$ cat config.mk
export PLATFORM = sky130hd
export DESIGN_NAME = bcd_rtc_core
export DESIGN_NICKNAME = d
export VERILOG_FILES = /design/src/rtl/rtc_pkg.sv /design/src/rtl/rtc_time_chain.sv /design/src/rtl/rtc_date_chain.sv /design/src/rtl/rtc_snapshot.sv /design/src/rtl/bcd_rtc_core.sv
export SDC_FILE = /design/constraint.sdc
export NUM_CORES = 1
export LEC_CHECK = 0
export ABC_AREA = 1
export CORE_MARGIN = 2
export CORE_UTILIZATION = 56
export CTS_CLUSTER_SIZE = 12
export DETAILED_ROUTE_END_ITERATION = 10
export DONT_BUFFER_PORTS = 1
export PLACE_DENSITY_LB_ADDON = 0.12
export SLEW_MARGIN = 40
export SYNTH_ARGS = -nofsm -noshare
export SYNTH_HDL_FRONTEND = slang
export SYNTH_SLANG_ARGS = --single-unit
export TNS_END_PERCENT = 10
$ cat constraint.sdc
create_clock -name clk -period 2.7 [get_ports clk]
set_input_delay 0.405 -clock clk [delete_from_list [all_inputs] [get_ports clk]]
set_output_delay 0.405 -clock clk [all_outputs]
set_load 0.1 [all_outputs]
$ cat src/rtl/rtc_pkg.sv
package rtc_pkg;
  localparam int FIELD_W = 8;
  localparam int NUM_FIELDS = 7;
  localparam int SEL_W = 3;

  typedef logic [FIELD_W-1:0] bcd_t;

  typedef enum logic [SEL_W-1:0] {
    FLD_SEC  = 3'd0,
    FLD_MIN  = 3'd1,
    FLD_HOUR = 3'd2,
    FLD_DATE = 3'd3,
    FLD_MON  = 3'd4,
    FLD_YEAR = 3'd5,
    FLD_DOW  = 3'd6,
    FLD_NONE = 3'd7
  } field_e;

  function automatic bcd_t bcd_inc(input bcd_t v);
    if (v[3:0] >= 4'd9) return {v[7:4] + 4'd1, 4'd0};
    else                return {v[7:4], v[3:0] + 4'd1};
  endfunction

  function automatic logic year_is_leap(input bcd_t yr);
    logic [7:0] bin;
    bin = {4'b0, yr[7:4]} * 8'd10 + {4'b0, yr[3:0]};
    return (bin % 8'd4) == 8'd0;
  endfunction

  function automatic bcd_t month_len(input bcd_t mon, input bcd_t yr);
    case (mon)
      8'h02:                      return year_is_leap(yr) ? 8'h29 : 8'h28;
      8'h04, 8'h06, 8'h09, 8'h11: return 8'h30;
      default:                    return 8'h31;
    endcase
  endfunction
endpackage

$ cat src/rtl/rtc_time_chain.sv
module rtc_time_chain
  import rtc_pkg::*;
(
  input  logic clk,
  input  logic rst,
  input  logic tick,
  input  logic wr_sec,
  input  logic wr_min,
  input  logic wr_hour,
  input  bcd_t wr_data,
  output bcd_t sec_q,
  output bcd_t min_q,
  output bcd_t hour_q,
  output logic day_carry
);
  logic sec_wrap, min_wrap, hr_wrap;
  bcd_t hour_d, inc24, inc12;

  assign sec_wrap = tick && !wr_sec && (sec_q >= 8'h59);
  assign min_wrap = sec_wrap && !wr_min && (min_q >= 8'h59);
  assign inc24 = bcd_inc({2'b00, hour_q[5:0]});
  assign inc12 = bcd_inc({3'b000, hour_q[4:0]});

  always_comb begin
    hour_d  = hour_q;
    hr_wrap = 1'b0;
    if (wr_hour) begin
      hour_d = wr_data;
    end else if (min_wrap) begin
      if (hour_q[7]) begin
        if (hour_q[5:0] >= 6'h23) begin
          hour_d  = {hour_q[7:6], 6'h00};
          hr_wrap = 1'b1;
        end else begin
          hour_d = {hour_q[7:6], 6'h00} | (inc24 & 8'h3F);
        end
      end else begin
        if (hour_q[4:0] == 5'h11) begin
          hour_d  = {hour_q[7:6], ~hour_q[5], 5'h12};
          hr_wrap = hour_q[5];
        end else if (hour_q[4:0] >= 5'h12) begin
          hour_d = {hour_q[7:5], 5'h01};
        end else begin
          hour_d = {hour_q[7:5], 5'h00} | (inc12 & 8'h1F);
        end
      end
    end
  end

  assign day_carry = hr_wrap;

  always_ff @(posedge clk) begin
    if (rst) begin
      sec_q  <= 8'h00;
      min_q  <= 8'h00;
      hour_q <= 8'h12;
    end else begin
      if (wr_sec)      sec_q <= wr_data;
      else if (tick)   sec_q <= sec_wrap ? 8'h00 : bcd_inc(sec_q);
      if (wr_min)        min_q <= wr_data;
      else if (sec_wrap) min_q <= min_wrap ? 8'h00 : bcd_inc(min_q);
      hour_q <= hour_d;
    end
  end

  // seconds at 59 return to 00 on a tick
  p_sec_wrap_r1: assert property (@(posedge clk) disable iff (rst)
    (tick && !wr_sec && sec_q == 8'h59) |=> (sec_q == 8'h00));

  // a write lands in the seconds field regardless of tick
  p_sec_write_r9: assert property (@(posedge clk) disable iff (rst)
    wr_sec |=> (sec_q == $past(wr_data)));

  // 24-hour wrap at 23
  p_hour24_wrap_r2: assert property (@(posedge clk) disable iff (rst)
    (min_wrap && !wr_hour && hour_q[7] && hour_q[5:0] == 6'h23) |=> (hour_q[5:0] == 6'h00));

  // 11 to 12 flips the PM flag in 12-hour mode
  p_pm_flip_r3: assert property (@(posedge clk) disable iff (rst)
    (min_wrap && !wr_hour && !hour_q[7] && hour_q[4:0] == 5'h11) |=> (hour_q[5] != $past(hour_q[5])));
endmodule

$ cat src/rtl/rtc_date_chain.sv
module rtc_date_chain
  import rtc_pkg::*;
(
  input  logic clk,
  input  logic rst,
  input  logic day_carry,
  input  logic wr_date,
  input  logic wr_mon,
  input  logic wr_year,
  input  logic wr_dow,
  input  bcd_t wr_data,
  output bcd_t date_q,
  output bcd_t mon_q,
  output bcd_t year_q,
  output bcd_t dow_q
);
  bcd_t last_day;
  logic date_wrap, mon_wrap;

  assign last_day  = month_len(mon_q, year_q);
  assign date_wrap = day_carry && !wr_date && (date_q >= last_day);
  assign mon_wrap  = date_wrap && !wr_mon && (mon_q >= 8'h12);

  always_ff @(posedge clk) begin
    if (rst) begin
      date_q <= 8'h01;
      mon_q  <= 8'h01;
      year_q <= 8'h00;
      dow_q  <= 8'h00;
    end else begin
      if (wr_date)        date_q <= wr_data;
      else if (day_carry) date_q <= date_wrap ? 8'h01 : bcd_inc(date_q);
      if (wr_mon)         mon_q <= wr_data;
      else if (date_wrap) mon_q <= mon_wrap ? 8'h01 : bcd_inc(mon_q);
      if (wr_year)        year_q <= wr_data;
      else if (mon_wrap)  year_q <= (year_q >= 8'h99) ? 8'h00 : bcd_inc(year_q);
      if (wr_dow)         dow_q <= {5'b0, wr_data[2:0]};
      else if (day_carry) dow_q <= (dow_q >= 8'h06) ? 8'h00 : dow_q + 8'h01;
    end
  end

  // day of week wraps from 6 to 0
  p_dow_wrap_r6: assert property (@(posedge clk) disable iff (rst)
    (day_carry && !wr_dow && dow_q == 8'h06) |=> (dow_q == 8'h00));

  // leap February reaches day 29
  p_feb29_r5: assert property (@(posedge clk) disable iff (rst)
    (day_carry && !wr_date && mon_q == 8'h02 && date_q == 8'h28 && year_is_leap(year_q))
      |=> (date_q == 8'h29));

  // the month advances only when the date wraps
  p_mon_step_r4: assert property (@(posedge clk) disable iff (rst)
    (!wr_mon && !date_wrap) |=> $stable(mon_q));
endmodule

$ cat src/rtl/rtc_snapshot.sv
module rtc_snapshot #(
  parameter int NF = 7,
  parameter int W = 8,
  localparam int SEL_W = $clog2(NF + 1)
) (
  input  logic            clk,
  input  logic            rst,
  input  logic            snap,
  input  logic [NF*W-1:0] live_flat,
  input  logic [SEL_W-1:0] rd_sel,
  output logic [W-1:0]    rd_data
);
  logic [W-1:0] shadow [NF];

  for (genvar i = 0; i < NF; i++) begin : g_field
    always_ff @(posedge clk) begin
      if (rst)       shadow[i] <= '0;
      else if (snap) shadow[i] <= live_flat[i*W +: W];
    end

    // snapshot copies the live byte at the edge
    p_snap_copy_r8: assert property (@(posedge clk) disable iff (rst)
      snap |=> (shadow[i] == $past(live_flat[i*W +: W])));

    // without snap the buffer keeps its byte
    p_snap_hold_r8: assert property (@(posedge clk) disable iff (rst)
      !snap |=> (shadow[i] == $past(shadow[i])));
  end

  always_ff @(posedge clk) begin
    if (rst) begin
      rd_data <= '0;
    end else begin
      rd_data <= '0;
      for (int i = 0; i < NF; i++)
        if (rd_sel == SEL_W'(i)) rd_data <= shadow[i];
    end
  end
endmodule

$ cat src/rtl/bcd_rtc_core.sv
module bcd_rtc_core
  import rtc_pkg::*;
(
  input  logic       clk,
  input  logic       rst,
  input  logic       tick,
  input  logic       wr_en,
  input  logic [2:0] wr_sel,
  input  logic [7:0] wr_data,
  input  logic       snap,
  input  logic [2:0] rd_sel,
  output logic [7:0] rd_data
);
  logic [NUM_FIELDS-1:0] wr_hit;
  bcd_t sec_q, min_q, hour_q, date_q, mon_q, year_q, dow_q;
  logic day_carry;
  logic [NUM_FIELDS*FIELD_W-1:0] live_flat;

  for (genvar f = 0; f < NUM_FIELDS; f++) begin : g_dec
    assign wr_hit[f] = wr_en && (wr_sel == SEL_W'(f));
  end

  rtc_time_chain u_time (
    .clk(clk), .rst(rst), .tick(tick),
    .wr_sec(wr_hit[FLD_SEC]), .wr_min(wr_hit[FLD_MIN]), .wr_hour(wr_hit[FLD_HOUR]),
    .wr_data(wr_data),
    .sec_q(sec_q), .min_q(min_q), .hour_q(hour_q), .day_carry(day_carry)
  );

  rtc_date_chain u_date (
    .clk(clk), .rst(rst), .day_carry(day_carry),
    .wr_date(wr_hit[FLD_DATE]), .wr_mon(wr_hit[FLD_MON]),
    .wr_year(wr_hit[FLD_YEAR]), .wr_dow(wr_hit[FLD_DOW]),
    .wr_data(wr_data),
    .date_q(date_q), .mon_q(mon_q), .year_q(year_q), .dow_q(dow_q)
  );

  assign live_flat = {dow_q, year_q, mon_q, date_q, hour_q, min_q, sec_q};

  rtc_snapshot #(.NF(NUM_FIELDS), .W(FIELD_W)) u_snap (
    .clk(clk), .rst(rst), .snap(snap), .live_flat(live_flat),
    .rd_sel(rd_sel), .rd_data(rd_data)
  );

  // the unused field code reads as zero
  p_rd_none_r8: assert property (@(posedge clk) disable iff (rst)
    (rd_sel == 3'd7) |=> (rd_data == 8'h00));

  // a minute write in the seconds rollover cycle keeps the hour
  p_wr_blocks_carry_r9: assert property (@(posedge clk) disable iff (rst)
    (wr_hit[FLD_MIN] && !wr_hit[FLD_HOUR]) |=> $stable(hour_q));
endmodule

==> flow_metrics.tcl, run 1 <==
set metrics [dict create \
    finalSetupViolCount 0 \
    reg2reg_from "u_date.mon_q[4]" \
    slew_headroom_pct 52.8 \
    period_needed_ns 2.65 \
    synthesis.nets 893 \
    drive_above_1_share_pct 13.5 \
    grt_setup_unrepaired "true" \
    drv_slew 0 \
    synth_seq_area_share_pct 44.7 \
    grt_max_degree 57 \
    total_power_uw 4700 \
    drt-initial-drc-count 553 \
    fin_util_pct 66.7 \
    fin_crit_sh_pct 98.0 \
    yosys.area.top_type "edfxtp_1" \
    drc 0 \
    grt_pass1_vias 5381 \
    grt_pass1_wl_um 27300 \
    synth-edff-count 56 \
    synth_area_leaders "edfxtp_1, dfxtp_1, nand2_1" \
    cell_internal_pwr_uw 3530 \
    grt_overflow 0 \
    fin_cells 1016 \
    ioPinCount 27 \
    avgRoutedWirePerCell_um 16.6 \
    cts_max_level 4 \
    hold_viol 0 \
    worst_slack_ns 0.0546 \
    track_usage_pct 27.4 \
    die_height_um 113 \
    dp.cells 974 \
    clock_skew_ns 0.00593 \
    via_per_inst 5.66 \
    crit_chain "buf_4, ha_4, nand2_1, nor3_2, a31oi_2, nand2_1, inv_1, ha_1, nand2_1, nor3_2, nand3b_1, nand3_2, nand4_4, nor2_4, nor2_8, nor2_8, nor2_2, nor2_2" \
    cts-buffers-inserted 17 \
    nets 916 \
    synth_commonest_cells "nand2_1, inv_1, nor2_1, dfxtp_1, nand3_1" \
    cts_num_sinks 120 \
    hold_start "rst" \
    avgSynthCellArea_um2 7.92 \
    cts-hold-fix-buffers 0 \
    p_leak_uw 0.00340 \
    areaGrowthSynthToFinish_pct 15.3 \
    status "finished, final reports clean" \
    swShare_pct 25.0 \
    tightest_slew_ns 0.708 \
    cp_max_fo 6 \
    ys.flop_type "dfxtp_1" \
    clk_pin_slew_worst_paths_ns 0.06 \
    wl_um 16800 \
    cp_top_family "simple AND/OR/NAND/NOR gates" \
    max-cap-violations 0 \
    clk_path_buf_depth 2 \
    yosys_register_bits 120 \
    root_buffer "clkbuf_16" \
    yosysWarnings 0 \
    dr.pass1.iters 5 \
    start_util_pct 57.8 \
    portBuffers 0 \
    rows 39 \
    pwr-share-seq_pct 43.8 \
    hold_end "u_date.mon_q[1]" \
    die_w_um 113 \
    core_area_um2 11500 \
    startpoint_type "flip-flop" \
    slowest_stage "dfxtp_2" \
    whs_ns 0.0515 \
    crit_arrival_ns 3.01 \
    end_kind "flip-flop" \
    cp_data_required_time_ns 3.06 \
    regToRegSetupSlack_ns 0.05 \
    cp_common_cell "nand2_1" \
    synth_area_um2 6630 \
    dp_slack_ns -0.119 \
    clockPowerShare_pct 50.1 \
    ff2ff_path_depth 18 \
    hold_path_class "in2reg" \
    die_area_um2 12700 \
    yosysTopAreaCellShare_pct 25.4 \
    antenna_cells 0 \
    worst-path-buf-inv 2 \
    antenna_found_initial 0 \
    syn_inst 837 \
    r2r_end "u_date.year_q[4]" \
    p_switching_uw 1170 \
    clk_latency_ns 0.42 \
    antenna_left 0 \
    path_class "reg2reg" \
    hpwl_um 11800 \
    max_stage_delay_ns 0.34 \
    powerDensity_nw_per_um2 615 \
    ys_types 40 \
    cts_tree "done" \
    synthArstFlopShare_pct 0 \
    vias 5753 \
    p_comb_share_pct 6.0 \
    hold_depth 1 \
    ir_drop_uv 564 \
    gp_congestion 1.04 \
    fmax_ghz 0.378 \
    yosysMostFrequentCell "nand2_1" \
]
[power groups by stage]
stage	Sequential (µW)	Combinational, µW	Clock, µW
after detailed placement	2100	270	0
after CTS	2060	272	2380
after global placement	2100	261	0
after floorplan	2090	207	0
after global routing	2070	319	2470
final	2060	283	2360
[layout by cell type, fill, tap and decap left out, drive strengths merged, types with 7 or more instances in the layout]
| master | netlist | layout |
|---|---|---|
| o21ai | 40 | 40 |
| ha | 37 | 37 |
| nand4 | 10 | 11 |
| edfxtp | 56 | 56 |
| o221ai | 7 | 7 |
| a31oi | 16 | 16 |
| inv | 136 | 143 |
| nor2 | 120 | 120 |
| clkbuf | 12 | 17 |
| dfxtp | 64 | 64 |
| o22ai | 12 | 12 |
| nand2 | 158 | 158 |
| buf | 6 | 21 |
| nor3 | 17 | 17 |
| a21oi | 45 | 45 |
| nand3 | 67 | 67 |
| xor2 | 12 | 12 |
[metrics by stage]
step	instance area (µm²)	TNS (ns)
after CTS	7490	0
after global placement	6830	0
final	7640	0
after global routing	7640	-0.627
after detailed placement	6840	-0.888
after floorplan	6630	0
[routing by layer]
| layer | routed length, µm | global-route usage [%] | vias up |
|---|---|---|---|
| li1 | - | - | 2809 |
| met1 | 7650 | 38.9 | 2678 |
| met2 | 7490 | 41.2 | 233 |
| met3 | 1370 | 6.48 | 33 |
| met4 | 318 | 9.84 | 0 |
| met5 | 0 | 0 | - |
[cell families (layout without fill, tap and decap cells)]
| logic type | after synthesis | after routing | share of synthesized area, % |
|---|---|---|---|
| adders and majority gates | 37 | 37 | 6.98 |
| xor gates and xnor gates | 16 | 16 | 2.11 |
| and+or+nand+nor | 374 | 375 | 25.4 |
| buffers and inverters | 156 | 191 | 8.87 |
| DFF | 120 | 120 | 44.7 |
| AOI/OAI and AO/OA | 134 | 134 | 11.9 |
[how the worst max path moves through the flow]
stage	start	end	slack (ns)	cells after the start
4_1_cts	u_date.mon_q[1]	u_date.year_q[4]	0.01	18
2_1_floorplan	u_date.mon_q[0]	u_date.mon_q[4]	0.28	17
6_report	u_date.mon_q[4]	u_date.year_q[4]	0.05	18
3_5_place_dp	u_date.mon_q[0]	u_date.year_q[4]	-0.12	18
5_1_grt	u_date.mon_q[4]	u_date.year_q[5]	-0.08	19
3_3_place_gp	u_date.mon_q[0]	u_date.mon_q[4]	0.08	17
[flip-flops by register name (all words and copies together), names as in the netlist]
name	flops
u_time.min_q	8
u_time.hour_q	8
u_date.dow_q	8
u_snap.rd_data	8
u_date.year_q	8
u_snap.shadow	56
u_date.mon_q	8
u_date.date_q	8
u_time.sec_q	8
[worst register-to-register path: stages, from the launching register on]
cell      delay, ns
dfxtp_2        0.34
buf_4          0.12
ha_4           0.13
nand2_1        0.07
nor3_2         0.20
a31oi_2        0.06
nand2_1        0.07
inv_1          0.04
ha_1           0.26
nand2_1        0.06
nor3_2         0.20
nand3b_1       0.11
nand3_2        0.10
nand4_4        0.17
nor2_4         0.29
nor2_8         0.09
nor2_8         0.14
nor2_2         0.06
nor2_2         0.08
[final cells by class]
| type | count | area [µm²] |
|---|---|---|
| Clock buffer | 17 | 425 |
| Clock inverter | 15 | 190 |
| Fill cell | 897 | 3820 |
| Inverter | 138 | 526 |
| Multi-Input combinational cell | 562 | 3180 |
| Sequential cell | 120 | 2980 |
| Tap cell | 143 | 179 |
| Timing Repair Buffer | 21 | 158 |
[repair_timing]
action,in CTS,in global routing
resized for setup,3,35
setup endpoints to repair,15,23
buffers inserted,2,7
endpoints found under the hold margin,0,0
pin swaps,2,13
cloned,1,0
Power figures use the tool's default switching activity.
==> run 2: changes to the inputs <==
Settings changed: SYNTH_HIERARCHICAL from default to 1.
==> flow_metrics.tcl, run 2 <==
set metrics [dict create \
    gp_congestion 0.878 \
    hpwl_um 12000 \
    hold_viol 0 \
    max-cap-violations 0 \
    yosys_register_bits 120 \
    yosysWarnings 6 \
    synth_seq_area_share_pct 41.4 \
    syn_inst 981 \
    drc 0 \
    root_buffer "clkbuf_16" \
    clk_path_buf_depth 2 \
    yosysMostFrequentCell "nand2_1" \
    period_needed_ns 2.51 \
    ir_drop_uv 441 \
    finalSetupViolCount 0 \
    clock_skew_ns 0.00592 \
    final_cell_mix "nand2_1, nor2_1, inv_1" \
    die_area_um2 13700 \
    die_w_um 117 \
    grt_overflow 0 \
    cp_top_family "simple AND/OR/NAND/NOR gates" \
    cts_tree "done" \
    cp_max_fo 8 \
    synth-edff-count 56 \
    track_usage_pct 26.5 \
    largest_reg_flops 56 \
    cts-buffers-inserted 17 \
    synthArstFlopShare_pct 0 \
    startpoint_type "flip-flop" \
    status "finished, final reports clean" \
    final.fill_count 1143 \
    grt_pass1_vias 5378 \
    drive_above_1_share_pct 10.9 \
    wl_um 17100 \
    regToRegSetupSlack_ns 0.19 \
    crit_arrival_ns 2.82 \
    dr.pass1.iters 6 \
    portBuffers 0 \
    drt-initial-drc-count 590 \
    synthesis.nets 1038 \
    ys_types 47 \
    tns_ns 0 \
    areaGrowthSynthToFinish_pct 12.3 \
    worst-path-buf-inv 2 \
    synth_area_leaders "edfxtp_1, dfxtp_1, nand2_1" \
    max_stage_delay_ns 0.38 \
    hold_depth 1 \
    ys.flop_type "dfxtp_1" \
    layout_commonest_cell "nand2_1" \
    clk_pin_slew_worst_paths_ns 0.06 \
    antenna_cells 0 \
    core_area_um2 12600 \
    crit_chain "inv_1, ha_1, o21ai_1, o21ai_0, a21oi_1, nand4_1, inv_1, ha_1, nand2_1, nor2_2, nand2_1, nand3_2, nand2_4, nand3_2, nand2_4, nand2_1, nand2_1, nor2_1" \
    grt_pass1_wl_um 27500 \
    avgRoutedWirePerCell_um 14.5 \
    slew_headroom_pct 55.2 \
    via_per_inst 5.18 \
    powerDensity_nw_per_um2 575 \
    cp_common_cell "nand2_1" \
    path_class "reg2reg" \
    drv_slew 0 \
    yosys.area.top_type "edfxtp_1" \
    crit_path_start "u_date/mon_q[1]" \
    rows 41 \
    p_leak_uw 0.00375 \
    vias 6104 \
    grt_max_degree 39 \
    antenna_found_initial 0 \
    ioPinCount 27 \
    fmax_ghz 0.398 \
    cts_max_level 4 \
    r2r_end "u_date/date_q[6]" \
    crit_end "u_date/date_q[6]" \
    ff2ff_path_depth 18 \
    cp_data_required_time_ns 3.01 \
    hold_path_class "in2reg" \
    fin_crit_sh_pct 93.1 \
    start_util_pct 57.0 \
    yosysTopAreaCellShare_pct 23.5 \
    synth_commonest_cells "nand2_1, nor2_1, inv_1, dfxtp_1, edfxtp_1" \
    die_height_um 117 \
    tightest_slew_ns 0.670 \
    nets 1051 \
    whs_ns 0.0513 \
    slowest_stage "dfxtp_4" \
    avgSynthCellArea_um2 7.30 \
    crit_cells 18 \
    end_kind "flip-flop" \
    clk_latency_ns 0.41 \
    cts_num_sinks 120 \
    cts-hold-fix-buffers 0 \
    reg2reg_from "u_date/mon_q[1]" \
    synth_area_um2 7160 \
    antenna_left 0 \
    largest-register "u_snap/shadow" \
]
==> run 2: cell types whose count changed after synthesis, moves of 11 or more <==
cell,change
nand3_1,-21
o22ai_1,-12
nor2_1,+78
a31oi_1,-13
nor3_1,-12
nand4_1,+33
a21oi_1,-11
o21ai_0,-20
nand2_1,+67
buf_2,+13
inv_1,+29
==> run 2: kinds of logic after synthesis <==
family / Yosys count / synth area share (%)
AND/OR/NAND/NOR: 526 / 32.0
buffers and inverters: 200 / 11.0
flip-flops: 120 / 41.4
AO/OA/AOI/OAI: 79 / 6.80
adder cells (fa/ha/maj): 38 / 6.64
XOR/XNOR: 18 / 2.20
==> run 2: stage by stage <==
step	util, %	setup slack [ns]	total power (µW)	instance area, µm²	instances
6_report	64.0	0.186	4630	8050	1179
3_5_place_dp	58.7	0.0830	2390	7380	1143
5_1_grt	64.0	-0.00851	4780	8050	1179
3_3_place_gp	58.7	0.201	2390	7370	1143
2_1_floorplan	-	0.403	2330	7160	981
4_1_cts	63.5	0.0202	4660	7980	1175
==> run 2: final cells by class <==
class | count | area, µm² | share of cell area, %
Multi-Input combinational cell | 661 | 3440 | 42.8
Sequential cell | 120 | 2980 | 37.0
Inverter | 176 | 661 | 8.21
Clock buffer | 19 | 454 | 5.65
Tap cell | 172 | 215 | 2.67
Timing Repair Buffer | 18 | 148 | 1.84
Clock inverter | 13 | 143 | 1.77
==> run 2: layer usage <==
metal,routed length (µm),vias up,track usage [%]
met4,342,0,8.39
met2,7390,175,39.6
met5,0,-,0
met3,1130,34,6.59
met1,8240,2773,38.0
li1,-,3122,-
==> run 2: what timing repair did <==
action	in CTS	in global routing
buffers inserted	0	4
resized for setup	0	13
endpoints found under the setup margin	0	24
==> run 2: power by group <==
group	leakage, µW	internal, µW	total, µW	switching [µW]
clock	0.000279	1420	2260	847
combinational	0.00233	96.3	290	193
sequential	0.00115	1970	2070	102
total	0.00375	3480	4630	1140
==> run 2: worst min-delay path by stage <==
stage / endpoint / from / slack [ns]
after floorplan: u_date/dow_q[5] / u_date/dow_q[5] / 0.43
after global placement: u_date/dow_q[6] / u_date/dow_q[6] / 0.45
after detailed placement: u_date/dow_q[7] / u_date/dow_q[7] / 0.46
after CTS: u_date/date_q[1] / rst / 0.04
after global routing: u_date/date_q[3] / rst / 0.04
final: u_date/date_q[2] / rst / 0.05
==> run 3: changes to the inputs <==
Settings changed: ABC_AREA 1 to default.
==> flow_metrics.tcl, run 3 <==
set metrics [dict create \
    drive_above_1_share_pct 21.7 \
    cp_max_fo 6 \
    fmax_ghz 0.328 \
    crit_path_start "u_date/mon_q[1]" \
    clk_path_buf_depth 2 \
    powerDensity_nw_per_um2 554 \
    die_height_um 115 \
    violations "setup timing" \
    synthesis.nets 780 \
    cts_num_sinks 120 \
    yosys.area.top_type "edfxtp_1" \
    fin_crit_sh_pct 113 \
    yosysTopAreaCellShare_pct 24.3 \
    clock_skew_ns 0.00692 \
    ys.flop_type "dfxtp_1" \
    dp_slack_ns -0.244 \
    syn_inst 723 \
    synth_seq_area_share_pct 42.8 \
    end_kind "flip-flop" \
    rows 40 \
    crit_arrival_ns 3.39 \
    cts_max_level 4 \
    yosysMostFrequentCell "dfxtp_1" \
    clk_latency_ns 0.41 \
    hold_path_class "in2reg" \
    synthArstFlopShare_pct 0 \
    antenna_left 0 \
    path_class "reg2reg" \
    cts_tree "done" \
    die_w_um 115 \
    nets 824 \
    start_util_pct 57.4 \
    avgRoutedWirePerCell_um 18.9 \
    cts-hold-fix-buffers 0 \
    yosysWarnings 6 \
    worst_slack_ns -0.350 \
    drc 0 \
    finalSetupViolCount 24 \
    synth_area_um2 6930 \
    final.fill_count 913 \
    vias 5776 \
    core_area_um2 12100 \
    fin_util_pct 68.7 \
    drv_slew 0 \
    synth-edff-count 56 \
    cts-buffers-inserted 17 \
    yosys_register_bits 120 \
    antenna_found_initial 0 \
    via_per_inst 6.09 \
    grt_pass1_wl_um 28400 \
    clk_pin_slew_worst_paths_ns 0.06 \
    hpwl_um 12200 \
    portBuffers 0 \
    ir_drop_uv 371 \
    status "finished with violations" \
    p_leak_uw 0.00310 \
    avgSynthCellArea_um2 9.58 \
    grt_max_degree 68 \
    startpoint_type "flip-flop" \
    cp_data_required_time_ns 3.04 \
    root_buffer "clkbuf_16" \
    hold_start "rst" \
    ys_types 84 \
    max-cap-violations 0 \
    gp_congestion 0.922 \
    drt-initial-drc-count 482 \
    reg2reg_from "u_date/mon_q[1]" \
    grt_setup_unrepaired "true" \
    antenna_cells 0 \
    hold_viol 0 \
    total_power_uw 4590 \
    track_usage_pct 27.9 \
    grt_overflow 0 \
    wl_um 17900 \
    ioPinCount 27 \
    final_cell_mix "and2_1, edfxtp_1, dfxtp_1" \
    largest_reg_flops 56 \
    layout_commonest_cell "and2_1" \
    slew_headroom_pct 47.0 \
    synth_commonest_cells "dfxtp_1, and2_1, edfxtp_1, nor2_1, nand2_1" \
    dr.pass1.iters 5 \
    largest-register "u_snap/shadow" \
    die_area_um2 13300 \
    synth_area_leaders "edfxtp_1, dfxtp_1, ha_1" \
    grt_pass1_vias 5477 \
    tightest_slew_ns 0.788 \
    period_needed_ns 3.05 \
    areaGrowthSynthToFinish_pct 19.6 \
    tns_ns -5.35 \
]
run 3: cell count changes in the layout (fill, tap and decap cells not counted), moves of 14 or more:
cell,previous run,this run
nand2_1,214,43
nor2_1,182,42
inv_1,164,36
and2_1,1,59
nand4_1,42,5
buf_4,17,52
nand3_1,43,16
a211oi_1,1,18
o21ai_0,18,33
a31oi_1,3,17
mux2i_1,0,14
nand2_2,14,0
nand2b_1,0,14
run 3: kinds of logic (layout without fill, tap and decap cells):
| group | count (synthesis) | in the layout | synth area share [%] |
|---|---|---|---|
| and+or+nand+nor | 268 | 268 | 22.3 |
| AOI/OAI and AO/OA | 197 | 197 | 19.9 |
| DFF | 120 | 120 | 42.8 |
| buffers and inverters | 75 | 132 | 4.75 |
| adders and majority gates | 38 | 38 | 6.86 |
| muxes | 14 | 14 | 2.02 |
| xor gates and xnor gates | 11 | 11 | 1.39 |
run 3: metal layers:
layer	part of all wire [%]	global-route usage [%]	vias to the layer above
met3	7.7	7.64	33
met1	45	38.8	2746
li1	-	-	2746
met4	2.7	10.1	0
met5	0	0	-
met2	44	41.9	251
run 3: critical path, cell delays in order, from the launching register on:
cell and delay, ns:
dfxtp_4 0.38, inv_4 0.06, ha_4 0.15, o211ai_1 0.24, a21oi_1 0.12, a31oi_1 0.20, nor3_2 0.09, a21oi_2 0.19
ha_4 0.24, nor4b_4 0.27, buf_4 0.17, o21a_4 0.15, a211oi_4 0.07, buf_6 0.15, or4_4 0.41, o211ai_2 0.07
run 3: power breakdown:
part / internal [µW] / switching (µW)
clock: 1360 / 795
sequential: 1980 / 107
combinational: 151 / 199
total: 3490 / 1100
run 3: worst paths after layout:
path              slack, ns  cells past startpoint          endpoint
setup / recovery      -0.35                     15  u_date/year_q[0]
hold / removal         0.05                      1   u_date/mon_q[6]
setup reg to reg      -0.35                     15  u_date/year_q[0]
hold reg to reg        0.50                      2   u_time/sec_q[5]
run 3: area by class of cell:
type / instances / area [µm²] / area share [%]
timing repair buffer: 59 / 469 / 5.66
inverter: 41 / 159 / 1.92
tap: 168 / 210 / 2.54
multi-input combinational: 528 / 3900 / 47.1
clock inverter: 9 / 73.8 / 0.891
clock buffer: 23 / 490 / 5.92
sequential: 120 / 2980 / 36.0
run 3: per-stage QoR:
step | hold WS (ns) | std cells | cell area (µm²)
2_1_floorplan | 0.451 | 723 | 6930
3_3_place_gp | 0.467 | 906 | 7330
5_1_grt | 0.0292 | 948 | 8290
3_5_place_dp | 0.480 | 906 | 7340
4_1_cts | 0.0296 | 943 | 8090
6_report | 0.0495 | 948 | 8290
run 3: repair_timing:
action | CTS | global route
resized for setup | 31 | 34
endpoints found under the setup margin | 23 | 26
hold endpoints to repair | 0 | 0
setup buffers | 5 | 5
pin swaps | 19 | 25
